[config.mk]
export PLATFORM = sky130hd
export DESIGN_NAME = dchain_dma
export DESIGN_NICKNAME = d
export VERILOG_FILES = /design/src/rtl/dchain_pkg.sv /design/src/rtl/dchain_engine.sv /design/src/rtl/dchain_regs.sv /design/src/rtl/dchain_dma.sv
export SDC_FILE = /design/constraint.sdc
export NUM_CORES = 1
export LEC_CHECK = 0
export BUFFER_PORTS_ARGS = -buffer_cell sky130_fd_sc_hd__buf_2
export CAP_MARGIN = 30
export CORE_ASPECT_RATIO = 1.75
export CORE_UTILIZATION = 55
export CTS_CLUSTER_SIZE = 30
export DETAILED_ROUTE_END_ITERATION = 6
export PLACE_DENSITY = 0.77
export SETUP_SLACK_MARGIN = 0.5
export SKIP_LAST_GASP = 1
export SLEW_MARGIN = 5
export SYNTH_ARGS = -nofsm -noshare
export SYNTH_HDL_FRONTEND = slang
export SYNTH_SLANG_ARGS = --single-unit
[constraint.sdc]
create_clock -name clk -period 4.5 [get_ports clk]
set_input_delay 0.9 -clock clk [delete_from_list [all_inputs] [get_ports clk]]
set_output_delay 0.9 -clock clk [all_outputs]
set_load 0.01 [all_outputs]
[src/rtl/dchain_pkg.sv]
package dchain_pkg;

   localparam int RIDX_W = 3;

   localparam logic [RIDX_W-1:0] RIDX_MODE = 3'd0;
   localparam logic [RIDX_W-1:0] RIDX_STAT = 3'd1;
   localparam logic [RIDX_W-1:0] RIDX_CDAR = 3'd2;
   localparam logic [RIDX_W-1:0] RIDX_NLNK = 3'd3;
   localparam logic [RIDX_W-1:0] RIDX_BCNT = 3'd4;

   localparam int MODE_W    = 8;
   localparam int MB_START  = 0;
   localparam int MB_ABORT  = 1;
   localparam int MB_ERR_IE = 4;
   localparam int MB_EOS_IE = 5;
   localparam int MB_EOL_IE = 6;
   localparam int MB_ECD_IE = 7;

   localparam int SB_BUSY = 0;
   localparam int SB_HALT = 1;
   localparam int SB_EOS  = 2;
   localparam int SB_EOL  = 3;
   localparam int SB_ECD  = 4;
   localparam int SB_PE   = 5;
   localparam int SB_TE   = 7;

   typedef enum logic [1:0] {
      ST_IDLE  = 2'd0,
      ST_FETCH = 2'd1,
      ST_READ  = 2'd2,
      ST_WRITE = 2'd3
   } eng_state_t;

   typedef struct packed {
      logic te;
      logic pe;
      logic ecd;
      logic eol;
      logic eos;
   } evt_t;

endpackage

[src/rtl/dchain_engine.sv]
module dchain_engine
   import dchain_pkg::*;
#(
   parameter int AW       = 32,
   parameter int DW       = 32,
   parameter int CW       = 16,
   parameter int ALIGN_LG = 5
) (
   input  logic          clk,
   input  logic          rst_n,
   input  logic          soft_rst_i,
   input  logic          launch_i,
   input  logic          abort_i,
   input  logic          cdar_we_i,
   input  logic [AW-1:0] cdar_wdata_i,
   output logic          busy_o,
   output logic          halted_o,
   output evt_t          evt_o,
   output logic [AW-1:0] cdar_o,
   output logic [AW-1:0] nlnk_o,
   output logic [CW-1:0] bcnt_o,
   output logic          mem_req_o,
   output logic          mem_we_o,
   output logic [AW-1:0] mem_addr_o,
   output logic [DW-1:0] mem_wdata_o,
   input  logic [DW-1:0] mem_rdata_i,
   input  logic          mem_ack_i,
   input  logic          mem_err_i
);

   localparam int WB    = DW / 8;
   localparam int WB_LG = $clog2(WB);
   localparam int IDX_W = 2;
   localparam logic [CW-1:0] CNT_STEP = CW'(WB);
   localparam logic [CW-1:0] CNT_MASK = ~CW'(WB - 1);

   if (DW < AW) begin : g_bad_dw
      $error("dchain_engine: DW must be at least AW");
   end
   if (CW > DW) begin : g_bad_cw
      $error("dchain_engine: CW must not exceed DW");
   end
   if ((4 * WB) > (2 ** ALIGN_LG)) begin : g_bad_align
      $error("dchain_engine: descriptor does not fit its alignment");
   end

   eng_state_t       state_q;
   logic [IDX_W-1:0] idx_q;
   logic [AW-1:0]    cdar_q, src_q, dst_q, nlnk_q;
   logic [CW-1:0]    bcnt_q;
   logic [DW-1:0]    buf_q;
   logic             halted_q;
   evt_t             evt_q;
   logic [CW-1:0]    cnt_in;
   logic [AW-1:0]    fetch_addr;

   function automatic logic [AW-1:0] align_f(input logic [AW-1:0] a);
      return {a[AW-1:ALIGN_LG], {ALIGN_LG{1'b0}}};
   endfunction

   assign cnt_in     = mem_rdata_i[CW-1:0] & CNT_MASK;
   assign fetch_addr = cdar_q + AW'({idx_q, {WB_LG{1'b0}}});

   always_ff @(posedge clk or negedge rst_n) begin
      if (!rst_n) begin
         state_q  <= ST_IDLE;
         idx_q    <= '0;
         cdar_q   <= '0;
         src_q    <= '0;
         dst_q    <= '0;
         nlnk_q   <= '0;
         bcnt_q   <= '0;
         buf_q    <= '0;
         halted_q <= 1'b0;
         evt_q    <= '0;
      end else if (soft_rst_i) begin
         state_q  <= ST_IDLE;
         idx_q    <= '0;
         cdar_q   <= '0;
         src_q    <= '0;
         dst_q    <= '0;
         nlnk_q   <= '0;
         bcnt_q   <= '0;
         buf_q    <= '0;
         halted_q <= 1'b0;
         evt_q    <= '0;
      end else begin
         evt_q <= '0;
         if (state_q == ST_IDLE) begin
            if (cdar_we_i) begin
               cdar_q <= align_f(cdar_wdata_i);
            end
            if (launch_i) begin
               halted_q <= 1'b0;
               idx_q    <= '0;
               state_q  <= ST_FETCH;
            end
         end else if (abort_i) begin
            state_q  <= ST_IDLE;
            halted_q <= 1'b1;
         end else if (mem_ack_i) begin
            if (mem_err_i) begin
               evt_q.te <= 1'b1;
               halted_q <= 1'b1;
               state_q  <= ST_IDLE;
            end else begin
               unique case (state_q)
                  ST_FETCH: begin
                     idx_q <= idx_q + 1'b1;
                     unique case (idx_q)
                        2'd0: src_q  <= mem_rdata_i[AW-1:0];
                        2'd1: dst_q  <= mem_rdata_i[AW-1:0];
                        2'd2: nlnk_q <= mem_rdata_i[AW-1:0];
                        default: begin
                           bcnt_q <= cnt_in;
                           if (cnt_in == '0) begin
                              evt_q.pe <= 1'b1;
                              halted_q <= 1'b1;
                              state_q  <= ST_IDLE;
                           end else begin
                              evt_q.ecd <= nlnk_q[0];
                              state_q   <= ST_READ;
                           end
                        end
                     endcase
                  end
                  ST_READ: begin
                     buf_q   <= mem_rdata_i;
                     state_q <= ST_WRITE;
                  end
                  ST_WRITE: begin
                     src_q  <= src_q + AW'(WB);
                     dst_q  <= dst_q + AW'(WB);
                     bcnt_q <= bcnt_q - CNT_STEP;
                     if (bcnt_q == CNT_STEP) begin
                        evt_q.eos <= 1'b1;
                        if (nlnk_q[0]) begin
                           evt_q.eol <= 1'b1;
                           state_q   <= ST_IDLE;
                        end else begin
                           cdar_q  <= align_f(nlnk_q);
                           idx_q   <= '0;
                           state_q <= ST_FETCH;
                        end
                     end else begin
                        state_q <= ST_READ;
                     end
                  end
                  default: state_q <= ST_IDLE;
               endcase
            end
         end
      end
   end

   always_comb begin
      mem_req_o = (state_q != ST_IDLE);
      mem_we_o  = (state_q == ST_WRITE);
      unique case (state_q)
         ST_FETCH: mem_addr_o = fetch_addr;
         ST_READ:  mem_addr_o = src_q;
         ST_WRITE: mem_addr_o = dst_q;
         default:  mem_addr_o = cdar_q;
      endcase
   end

   assign mem_wdata_o = buf_q;
   assign busy_o      = (state_q != ST_IDLE);
   assign halted_o    = halted_q;
   assign evt_o       = evt_q;
   assign cdar_o      = cdar_q;
   assign nlnk_o      = nlnk_q;
   assign bcnt_o      = bcnt_q;

   assert_launch_align_R1: assert property (@(posedge clk) disable iff (!rst_n)
      launch_i && !soft_rst_i |=> busy_o && mem_addr_o[ALIGN_LG-1:0] == '0 && !mem_we_o);

   assert_end_of_list_R3: assert property (@(posedge clk) disable iff (!rst_n)
      evt_o.eol |-> !busy_o && !halted_o && evt_o.eos);

   assert_ecd_busy_R4: assert property (@(posedge clk) disable iff (!rst_n)
      evt_o.ecd |-> busy_o && bcnt_o != '0);

   assert_pe_stop_R5: assert property (@(posedge clk) disable iff (!rst_n)
      evt_o.pe |-> !busy_o && halted_o && bcnt_o == '0);

   assert_te_stop_R6: assert property (@(posedge clk) disable iff (!rst_n)
      evt_o.te |-> !busy_o && halted_o);

   assert_abort_stop_R7: assert property (@(posedge clk) disable iff (!rst_n)
      abort_i && busy_o && !soft_rst_i |=> !busy_o && halted_o);

   assert_req_hold_R12: assert property (@(posedge clk) disable iff (!rst_n)
      mem_req_o && !mem_ack_i && !abort_i && !soft_rst_i
      |=> mem_req_o && $stable(mem_addr_o) && $stable(mem_we_o));

endmodule

[src/rtl/dchain_regs.sv]
module dchain_regs
   import dchain_pkg::*;
#(
   parameter int AW      = 32,
   parameter int CW      = 16,
   parameter int RW      = 32,
   parameter bit IRQ_REG = 1'b0
) (
   input  logic              clk,
   input  logic              rst_n,
   input  logic              reg_we,
   input  logic [RIDX_W-1:0] reg_idx,
   input  logic [RW-1:0]     reg_wdata,
   output logic [RW-1:0]     reg_rdata,
   output logic              irq_o,
   input  logic              busy_i,
   input  logic              halted_i,
   input  evt_t              evt_i,
   input  logic [AW-1:0]     cdar_i,
   input  logic [AW-1:0]     nlnk_i,
   input  logic [CW-1:0]     bcnt_i,
   output logic              launch_o,
   output logic              abort_o,
   output logic              soft_rst_o,
   output logic              cdar_we_o,
   output logic [AW-1:0]     cdar_wdata_o
);

   if (AW > RW) begin : g_bad_aw
      $error("dchain_regs: AW must not exceed RW");
   end
   if (CW > RW || MODE_W > RW) begin : g_bad_rw
      $error("dchain_regs: register width too small");
   end

   logic [MODE_W-1:0] mode_q;
   evt_t              ev_q;
   evt_t              clr;
   logic              mode_wr, stat_wr;
   logic [7:0]        stat_word;
   logic              irq_raw;

   assign mode_wr      = reg_we && (reg_idx == RIDX_MODE);
   assign stat_wr      = reg_we && (reg_idx == RIDX_STAT);
   assign soft_rst_o   = mode_wr && (reg_wdata == '0);
   assign launch_o     = mode_wr && reg_wdata[MB_START] && !reg_wdata[MB_ABORT] && !busy_i;
   assign abort_o      = mode_q[MB_ABORT];
   assign cdar_we_o    = reg_we && (reg_idx == RIDX_CDAR) && !busy_i;
   assign cdar_wdata_o = reg_wdata[AW-1:0];

   always_comb begin
      clr     = '0;
      clr.eos = stat_wr && reg_wdata[SB_EOS];
      clr.eol = stat_wr && reg_wdata[SB_EOL];
      clr.ecd = stat_wr && reg_wdata[SB_ECD];
      clr.pe  = stat_wr && reg_wdata[SB_PE];
      clr.te  = stat_wr && reg_wdata[SB_TE];
   end

   always_ff @(posedge clk or negedge rst_n) begin
      if (!rst_n) begin
         mode_q <= '0;
         ev_q   <= '0;
      end else if (soft_rst_o) begin
         mode_q <= '0;
         ev_q   <= '0;
      end else begin
         if (mode_wr) begin
            mode_q <= reg_wdata[MODE_W-1:0];
         end
         ev_q <= evt_i | (ev_q & ~clr);
      end
   end

   assign stat_word = {ev_q.te, 1'b0, ev_q.pe, ev_q.ecd, ev_q.eol, ev_q.eos, halted_i, busy_i};

   always_comb begin
      unique case (reg_idx)
         RIDX_MODE: reg_rdata = RW'(mode_q);
         RIDX_STAT: reg_rdata = RW'(stat_word);
         RIDX_CDAR: reg_rdata = RW'(cdar_i);
         RIDX_NLNK: reg_rdata = RW'(nlnk_i);
         RIDX_BCNT: reg_rdata = RW'(bcnt_i);
         default:   reg_rdata = '0;
      endcase
   end

   assign irq_raw = ((ev_q.te | ev_q.pe) & mode_q[MB_ERR_IE])
                  | (ev_q.eos & mode_q[MB_EOS_IE])
                  | (ev_q.eol & mode_q[MB_EOL_IE])
                  | (ev_q.ecd & mode_q[MB_ECD_IE]);

   if (IRQ_REG) begin : g_irq_flop
      logic irq_q;
      always_ff @(posedge clk or negedge rst_n) begin
         if (!rst_n) begin
            irq_q <= 1'b0;
         end else begin
            irq_q <= irq_raw;
         end
      end
      assign irq_o = irq_q;
   end else begin : g_irq_comb
      assign irq_o = irq_raw;
      assert_irq_quiet_R9: assert property (@(posedge clk) disable iff (!rst_n)
         ev_q == '0 |-> !irq_o);
   end

   assert_w1c_clear_R8: assert property (@(posedge clk) disable iff (!rst_n)
      stat_wr && reg_wdata[SB_EOS] && !evt_i.eos && !soft_rst_o |=> !ev_q.eos);

   assert_w1c_keep_R8: assert property (@(posedge clk) disable iff (!rst_n)
      ev_q.eol && !(stat_wr && reg_wdata[SB_EOL]) && !soft_rst_o |=> ev_q.eol);

   assert_soft_reset_R10: assert property (@(posedge clk) disable iff (!rst_n)
      soft_rst_o |=> ev_q == '0 && mode_q == '0);

endmodule

[src/rtl/dchain_dma.sv]
module dchain_dma
   import dchain_pkg::*;
#(
   parameter int AW       = 32,
   parameter int DW       = 32,
   parameter int CW       = 16,
   parameter int RW       = 32,
   parameter int ALIGN_LG = 5,
   parameter bit IRQ_REG  = 1'b0
) (
   input  logic              clk,
   input  logic              rst_n,
   input  logic              reg_we,
   input  logic [RIDX_W-1:0] reg_idx,
   input  logic [RW-1:0]     reg_wdata,
   output logic [RW-1:0]     reg_rdata,
   output logic              irq,
   output logic              mem_req,
   output logic              mem_we,
   output logic [AW-1:0]     mem_addr,
   output logic [DW-1:0]     mem_wdata,
   input  logic [DW-1:0]     mem_rdata,
   input  logic              mem_ack,
   input  logic              mem_err
);

   logic          busy, halted, launch, abort, soft_rst, cdar_we;
   logic [AW-1:0] cdar_wdata, cdar, nlnk;
   logic [CW-1:0] bcnt;
   evt_t          evt;

   dchain_regs #(
      .AW      (AW),
      .CW      (CW),
      .RW      (RW),
      .IRQ_REG (IRQ_REG)
   ) regs_i (
      .clk          (clk),
      .rst_n        (rst_n),
      .reg_we       (reg_we),
      .reg_idx      (reg_idx),
      .reg_wdata    (reg_wdata),
      .reg_rdata    (reg_rdata),
      .irq_o        (irq),
      .busy_i       (busy),
      .halted_i     (halted),
      .evt_i        (evt),
      .cdar_i       (cdar),
      .nlnk_i       (nlnk),
      .bcnt_i       (bcnt),
      .launch_o     (launch),
      .abort_o      (abort),
      .soft_rst_o   (soft_rst),
      .cdar_we_o    (cdar_we),
      .cdar_wdata_o (cdar_wdata)
   );

   dchain_engine #(
      .AW       (AW),
      .DW       (DW),
      .CW       (CW),
      .ALIGN_LG (ALIGN_LG)
   ) eng_i (
      .clk          (clk),
      .rst_n        (rst_n),
      .soft_rst_i   (soft_rst),
      .launch_i     (launch),
      .abort_i      (abort),
      .cdar_we_i    (cdar_we),
      .cdar_wdata_i (cdar_wdata),
      .busy_o       (busy),
      .halted_o     (halted),
      .evt_o        (evt),
      .cdar_o       (cdar),
      .nlnk_o       (nlnk),
      .bcnt_o       (bcnt),
      .mem_req_o    (mem_req),
      .mem_we_o     (mem_we),
      .mem_addr_o   (mem_addr),
      .mem_wdata_o  (mem_wdata),
      .mem_rdata_i  (mem_rdata),
      .mem_ack_i    (mem_ack),
      .mem_err_i    (mem_err)
   );

endmodule

; Word-level counts from Yosys, hierarchy flattened
; Cells that the tools add are included.
[word_totals]
reg_bits = 199
input_bits = 72
[op_classes]
n_addsub = 5
eq_ne = 25
mux = 90
n_bitwise = 11
n_reduce_logical = 44
[ops]
columns = op, n
row1 = 32-bit 2-to-1 mux, 34
row2 = 32-bit case mux with 5 select lines, 1
row3 = 32-bit case mux with 2 select lines, 2
row4 = 16-bit 2-to-1 mux, 6
row5 = 32-bit case mux with 3 select lines, 1
row6 = "32-bit by 3-bit adder with 32-bit output, second input constant", 2
row7 = 2-bit 2-to-1 mux, 21
row8 = 32-bit by 4-bit adder with 32-bit output, 1
row9 = 32-bit zero test, 1
row10 = 16-bit case mux with 2 select lines, 1
row11 = 5-bit 2-to-1 mux, 5
row12 = 6-bit AND reduction, 4
row13 = "16-bit by 3-bit equality test with 1-bit output, second input constant", 1
row14 = 16-bit zero test, 1
row15 = 8-bit 2-to-1 mux, 2
row16 = "16-bit by 3-bit subtractor with 16-bit output, second input constant", 1
row17 = "3-bit by 2-bit inequality test with 1-bit output, second input constant", 5
row18 = 1-bit 2-to-1 mux, 14
row19 = 7-bit AND reduction, 2
row20 = 1-bit logical AND, 13
row21 = 2-bit nonzero test, 6
row22 = 3-bit nonzero test, 4
row23 = 5-bit AND reduction, 2
row24 = 5-bit nonzero test, 2
row25 = 26 further kinds, 43

; Logic depth before layout (Yosys ltp)
[depth]
depth_word = 9
ltp_mapped = 10
mapped_depth_nobuf = 7

; Modules after synthesis
; Synthesis repeated with hierarchy kept, for this count alone.
[hier_totals]
hier_cells = 1400
area_unflattened_um2 = 11845.1
[modules_own_cells]
columns = mod, instances, cells_each, area_each_um2, seq_area_each_um2
row1 = dchain_engine, 1, 1209, 10196.0, 4479.3
row2 = dchain_regs, 1, 191, 1649.1, 325.3

; Worst setup path before layout
; Ideal clock, no wire load.
[synth_timing]
path_type = input -> output
start = input port reg_idx[0]
end = output port reg_rdata[16]
t_arrival_ns = 2.260
t_required_ns = 3.600
path_slack_ns = 1.340
cell_stages = 5
cell_sequence = buf_2 -> buf_1 -> buf_1 -> mux2i_1 -> nor2_1
[synth_between]
elab_chain_len = 2
[synth_rtl]
columns = item, line
row1 = "start, declared", dchain_dma.sv:14  ; input logic [RIDX_W-1:0] reg_idx,
row2 = "3-bit equality test, or another cell as far along", dchain_regs.sv:78  ; unique case (reg_idx)
row3 = 32-bit case mux with 5 select lines (*), dchain_regs.sv:78
row4 = "end, declared", dchain_dma.sv:16  ; output logic [RW-1:0] reg_rdata,
; Every way passes the cells marked *; elsewhere a longest branch is shown, timed or not.

; Final worst setup path
[layout_timing]
start = register eng_i.state_q[1]
end = output port mem_addr[5]
[layout_between]
elab_chain_len = 2
[layout_rtl]
columns = item, line
row1 = "start, declared", dchain_engine.sv:47  ; eng_state_t state_q;
row2 = "start signal, assigned", dchain_engine.sv:66  ; state_q <= ST_IDLE;
row3 = "start signal, assigned", dchain_engine.sv:77  ; state_q <= ST_IDLE;
row4 = "start signal, assigned", dchain_engine.sv:96  ; state_q <= ST_FETCH;
row5 = 2-bit equality test / 2-bit by 1-bit equality test with 1-bit output (equally long branches), dchain_engine.sv:159  ; unique case (state_q)
row6 = 32-bit case mux with 3 select lines (*), dchain_engine.sv:159
row7 = "end, declared", dchain_dma.sv:20  ; output logic [AW-1:0] mem_addr,
; Marked as above.

==> results.json <==
{
  "ioPinCount": 171,
  "cts_tree": "yes",
  "cts-hold-fix-buffers": 0,
  "numCtsBuffers": 17,
  "startpoint_type": "register",
  "nFillCells": 1777,
  "grt_start_max_net_pins": 113,
  "n_antenna_cell": 0,
  "slew_violations": 0,
  "tightest_slew_ns": 0.987,
  "relSlewSlack": 0.337,
  "final_nets": 1589,
  "firstDrtPassIters": 6,
  "powerDensity_nw_per_um2": 621,
  "crit_fanout": 21,
  "synthFlopType": "dfrtp_1",
  "async_reset_ff_frac": 1.00,
  "htreeDepth": 4,
  "critPathKind": "reg -> out",
  "core-area_um2": 20900,
  "synth_edf_count": 0,
  "clock_latency_ns": 0.44,
  "finalSetupViolCount": 0,
  "met3_usage": 0.0633,
  "p_comb_frac": 0.410,
  "p_int_mw": 4.79,
  "syn_nets": 1490,
  "cpLargestDelayFamily": "buffers and inverters",
  "setup_tns_ns": 0,
  "hp-class": "in -> async",
  "synth_warnings": 0,
  "slowest_delay_ns": 0.55,
  "die_area_um2": 21900,
  "die_w_um": 112,
  "avgSynthCellArea_um2": 8.34,
  "dieHeight_um": 195,
  "seqCellArea_um2": 4800,
  "hold_viol_final": 0,
  "p_switching_mw": 3.48,
  "worst-path-buf-inv": 5,
  "power_frac_seq": 0.389,
  "synth-seq-area-share": 0.410,
  "vias": 11800,
  "dpl.hpwl_um": 26600,
  "period_share": 0.846,
  "yosysUniqueCellTypes": 68,
  "grt_overflow": 0,
  "antenna_found_initial": 0,
  "cp_data_arrival_time_ns": 2.90,
  "postCtsSetupBuffers": 0,
  "multiInputGateArea_um2": 6350,
  "drtIter0Drc": 1281,
  "io_buffers": 170,
  "ys_seq_elements": 192,
  "clockPowerShare": 0.201,
  "dpl_cell_area_um2": 12600,
  "cts_buffer_depth": 2,
  "grt_use_met2": 0.584,
  "wl_um": 38300,
  "ir_worst_vdd_v": 0.000307,
  "ant_nets": 0,
  "postCtsResizedCells": 0,
  "syn_to_final_growth_pct": 13.7,
  "synth_cells": 1406,
  "rows": 70,
  "use_met1": 0.446,
  "clock_skew_ns": 0.00952,
  "drive_gt1_frac": 0.168,
  "cts.clk_slew.worst_paths_ns": 0.07,
  "timing.fmax_mhz": 263,
  "path_cells": "inv_1, ha_1, buf_4, inv_1, nand2_1, buf_4, nand2_1, o21ai_0, buf_2",
  "fin_area_um2": 13300,
  "remaining_drc_errors": 0,
  "cp_slowest_cell": "nand2_1",
  "via_per_inst": 6.65,
  "syn-cell-area_um2": 11700,
  "maxCapViolCount": 0,
  "grt_pass1_wl_um": 60100,
  "status": "finished, final reports clean",
  "power_leakage_nw": 5.92,
  "wl_per_cell_um": 21.7,
  "cts-root-buf": "clkbuf_16",
  "crit_required_ns": 3.60,
  "period_minus_slack_ns": 3.80,
  "initial_core_util": 0.560,
  "swShare": 0.421,
  "grt_pass1_vias": 11100,
  "grt.total_usage": 0.355,
  "grt.busiest_layer": "met2",
  "clock_sinks": 192,
  "rsz0062_at_grt": "false",
  "gp_congestion": 0.960,
  "end_kind": "primary output"
}
-- cell usage after synthesis (3+ instances only) --
cell type / instances / area share
nor3b_1: 4 / 0.0026
buf_1: 10 / 0.0032
nand3_1: 30 / 0.013
clkbuf_1: 70 / 0.022
a22oi_1: 58 / 0.037
a21oi_1: 132 / 0.056
o32a_1: 4 / 0.0034
and2_1: 22 / 0.012
nor3_1: 76 / 0.032
dfrtp_1: 192 / 0.41
o221ai_1: 9 / 0.0067
o21ai_0: 79 / 0.034
or2_2: 6 / 0.0032
ha_1: 12 / 0.013
and3_1: 8 / 0.0043
o311ai_0: 3 / 0.0022
nor2b_1: 10 / 0.0053
buf_2: 30 / 0.013
or4_1: 11 / 0.0070
nor4_1: 27 / 0.014
a211oi_1: 9 / 0.0058
nand2_1: 253 / 0.081
nand2b_1: 7 / 0.0037
nand4b_1: 4 / 0.0030
o21a_1: 10 / 0.0064
o211ai_1: 6 / 0.0038
a21o_1: 31 / 0.020
nand4_1: 23 / 0.012
nor2_1: 71 / 0.023
o31a_1: 3 / 0.0022
buf_6: 6 / 0.0058
or3_1: 9 / 0.0048
a21oi_2: 3 / 0.0022
a222oi_1: 4 / 0.0034
a31oi_1: 27 / 0.014
mux2i_1: 71 / 0.061
o221a_2: 3 / 0.0029
a22o_1: 11 / 0.0082
a32oi_1: 5 / 0.0037
o22ai_1: 6 / 0.0032
inv_1: 14 / 0.0045
-- worst paths after layout --
kind / startpoint / endpoint / slack (ns) / cells past startpoint
worst max-delay path: eng_i.state_q[1] / mem_addr[5] / 0.70 / 9
worst min-delay path: rst_n / eng_i.dst_q[7] / 0.29 / 1
worst max register to register: eng_i.state_q[0] / eng_i.src_q[28] / 1.22 / 7
worst min register to register: eng_i.evt_o[0] / regs_i.ev_q[0] / 0.48 / 2
max in group asynchronous: rst_n / eng_i.src_q[20] / 3.09 / 3
min in group clk: eng_i.evt_o[0] / regs_i.ev_q[0] / 0.48 / 2
-- layer usage --
layer  vias to the layer above  share of wire
li1                       5334              -
met1                      5683           0.39
met2                       628           0.48
met3                       118          0.073
met4                         0          0.050
met5                         -              0
-- sequential cells by signal (all words and copies together) (netlist names) --
register and cells:
eng_i.evt_o 5, eng_i.src_q 32, eng_i.idx_q 2, eng_i.bcnt_o 14, eng_i.cdar_o 27, regs_i.ev_q 5, eng_i.halted_o 1, eng_i.state_q 2
regs_i.mode_q 8, eng_i.nlnk_o 32, eng_i.mem_wdata_o 32, eng_i.dst_q 32
-- worst register-to-register path, stage by stage, from the launching register on --
cell and delay (ns):
dfrtp_1 0.44, inv_1 0.13, ha_2 0.22, buf_4 0.38, nor4b_2 0.94, nand3_1 0.43
or4_1 0.50, a31oi_1 0.18
-- power by group through the flow --
stage	combinational, mW	clock [mW]	sequential (mW)
floorplan	2.40	0	2.94
global placement	3.23	0	3.19
detailed placement	3.32	0	3.21
CTS	3.34	1.68	3.19
global route	3.72	1.74	3.31
finish	3.39	1.66	3.22
-- metrics by stage --
| stage | hold WS (ns) | setup WS, ns | utilization | total power, mW | std cells |
|---|---|---|---|---|---|
| 3_5_place_dp | 0.461 | 0.983 | 0.604 | 6.54 | 1735 |
| 3_3_place_gp | 0.448 | 1.04 | 0.603 | 6.42 | 1733 |
| 5_1_grt | 0.282 | 0.556 | 0.637 | 8.77 | 1768 |
| 4_1_cts | 0.481 | 0.762 | 0.634 | 8.21 | 1765 |
| 2_1_floorplan | 0.438 | 1.34 | - | 5.34 | 1406 |
| 6_report | 0.289 | 0.695 | 0.637 | 8.27 | 1768 |
-- layout make-up --
cell class | count | share of cell area
Clock buffer | 18 | 0.0330
Clock inverter | 12 | 0.0144
Inverter | 14 | 0.00394
Multi-Input combinational cell | 1081 | 0.477
Sequential cell | 192 | 0.361
Tap cell | 252 | 0.0237
Timing Repair Buffer | 199 | 0.0878
-- layout by cell type, fill, tap and decap left out, types with 27 or more instances in the layout --
cell type	instances
nor3_1	74
nor2_1	71
mux2i_1	71
nand3_1	30
a22oi_1	58
a31oi_1	27
a21o_1	31
nand2_1	253
buf_2	169
a21oi_1	132
o21ai_0	79
nor4_1	27
dfrtp_1	192
-- kinds of logic (layout without fill, tap and decap cells) --
group	count (synthesis)	after routing	synth area share
simple gates	576	576	0.236
compound gates	420	420	0.229
flops	192	192	0.410
buf+inv	133	243	0.0502
mux	73	73	0.0626
fa+ha+maj	12	12	0.0128
Note: power is estimated with default switching activity, not from simulation.
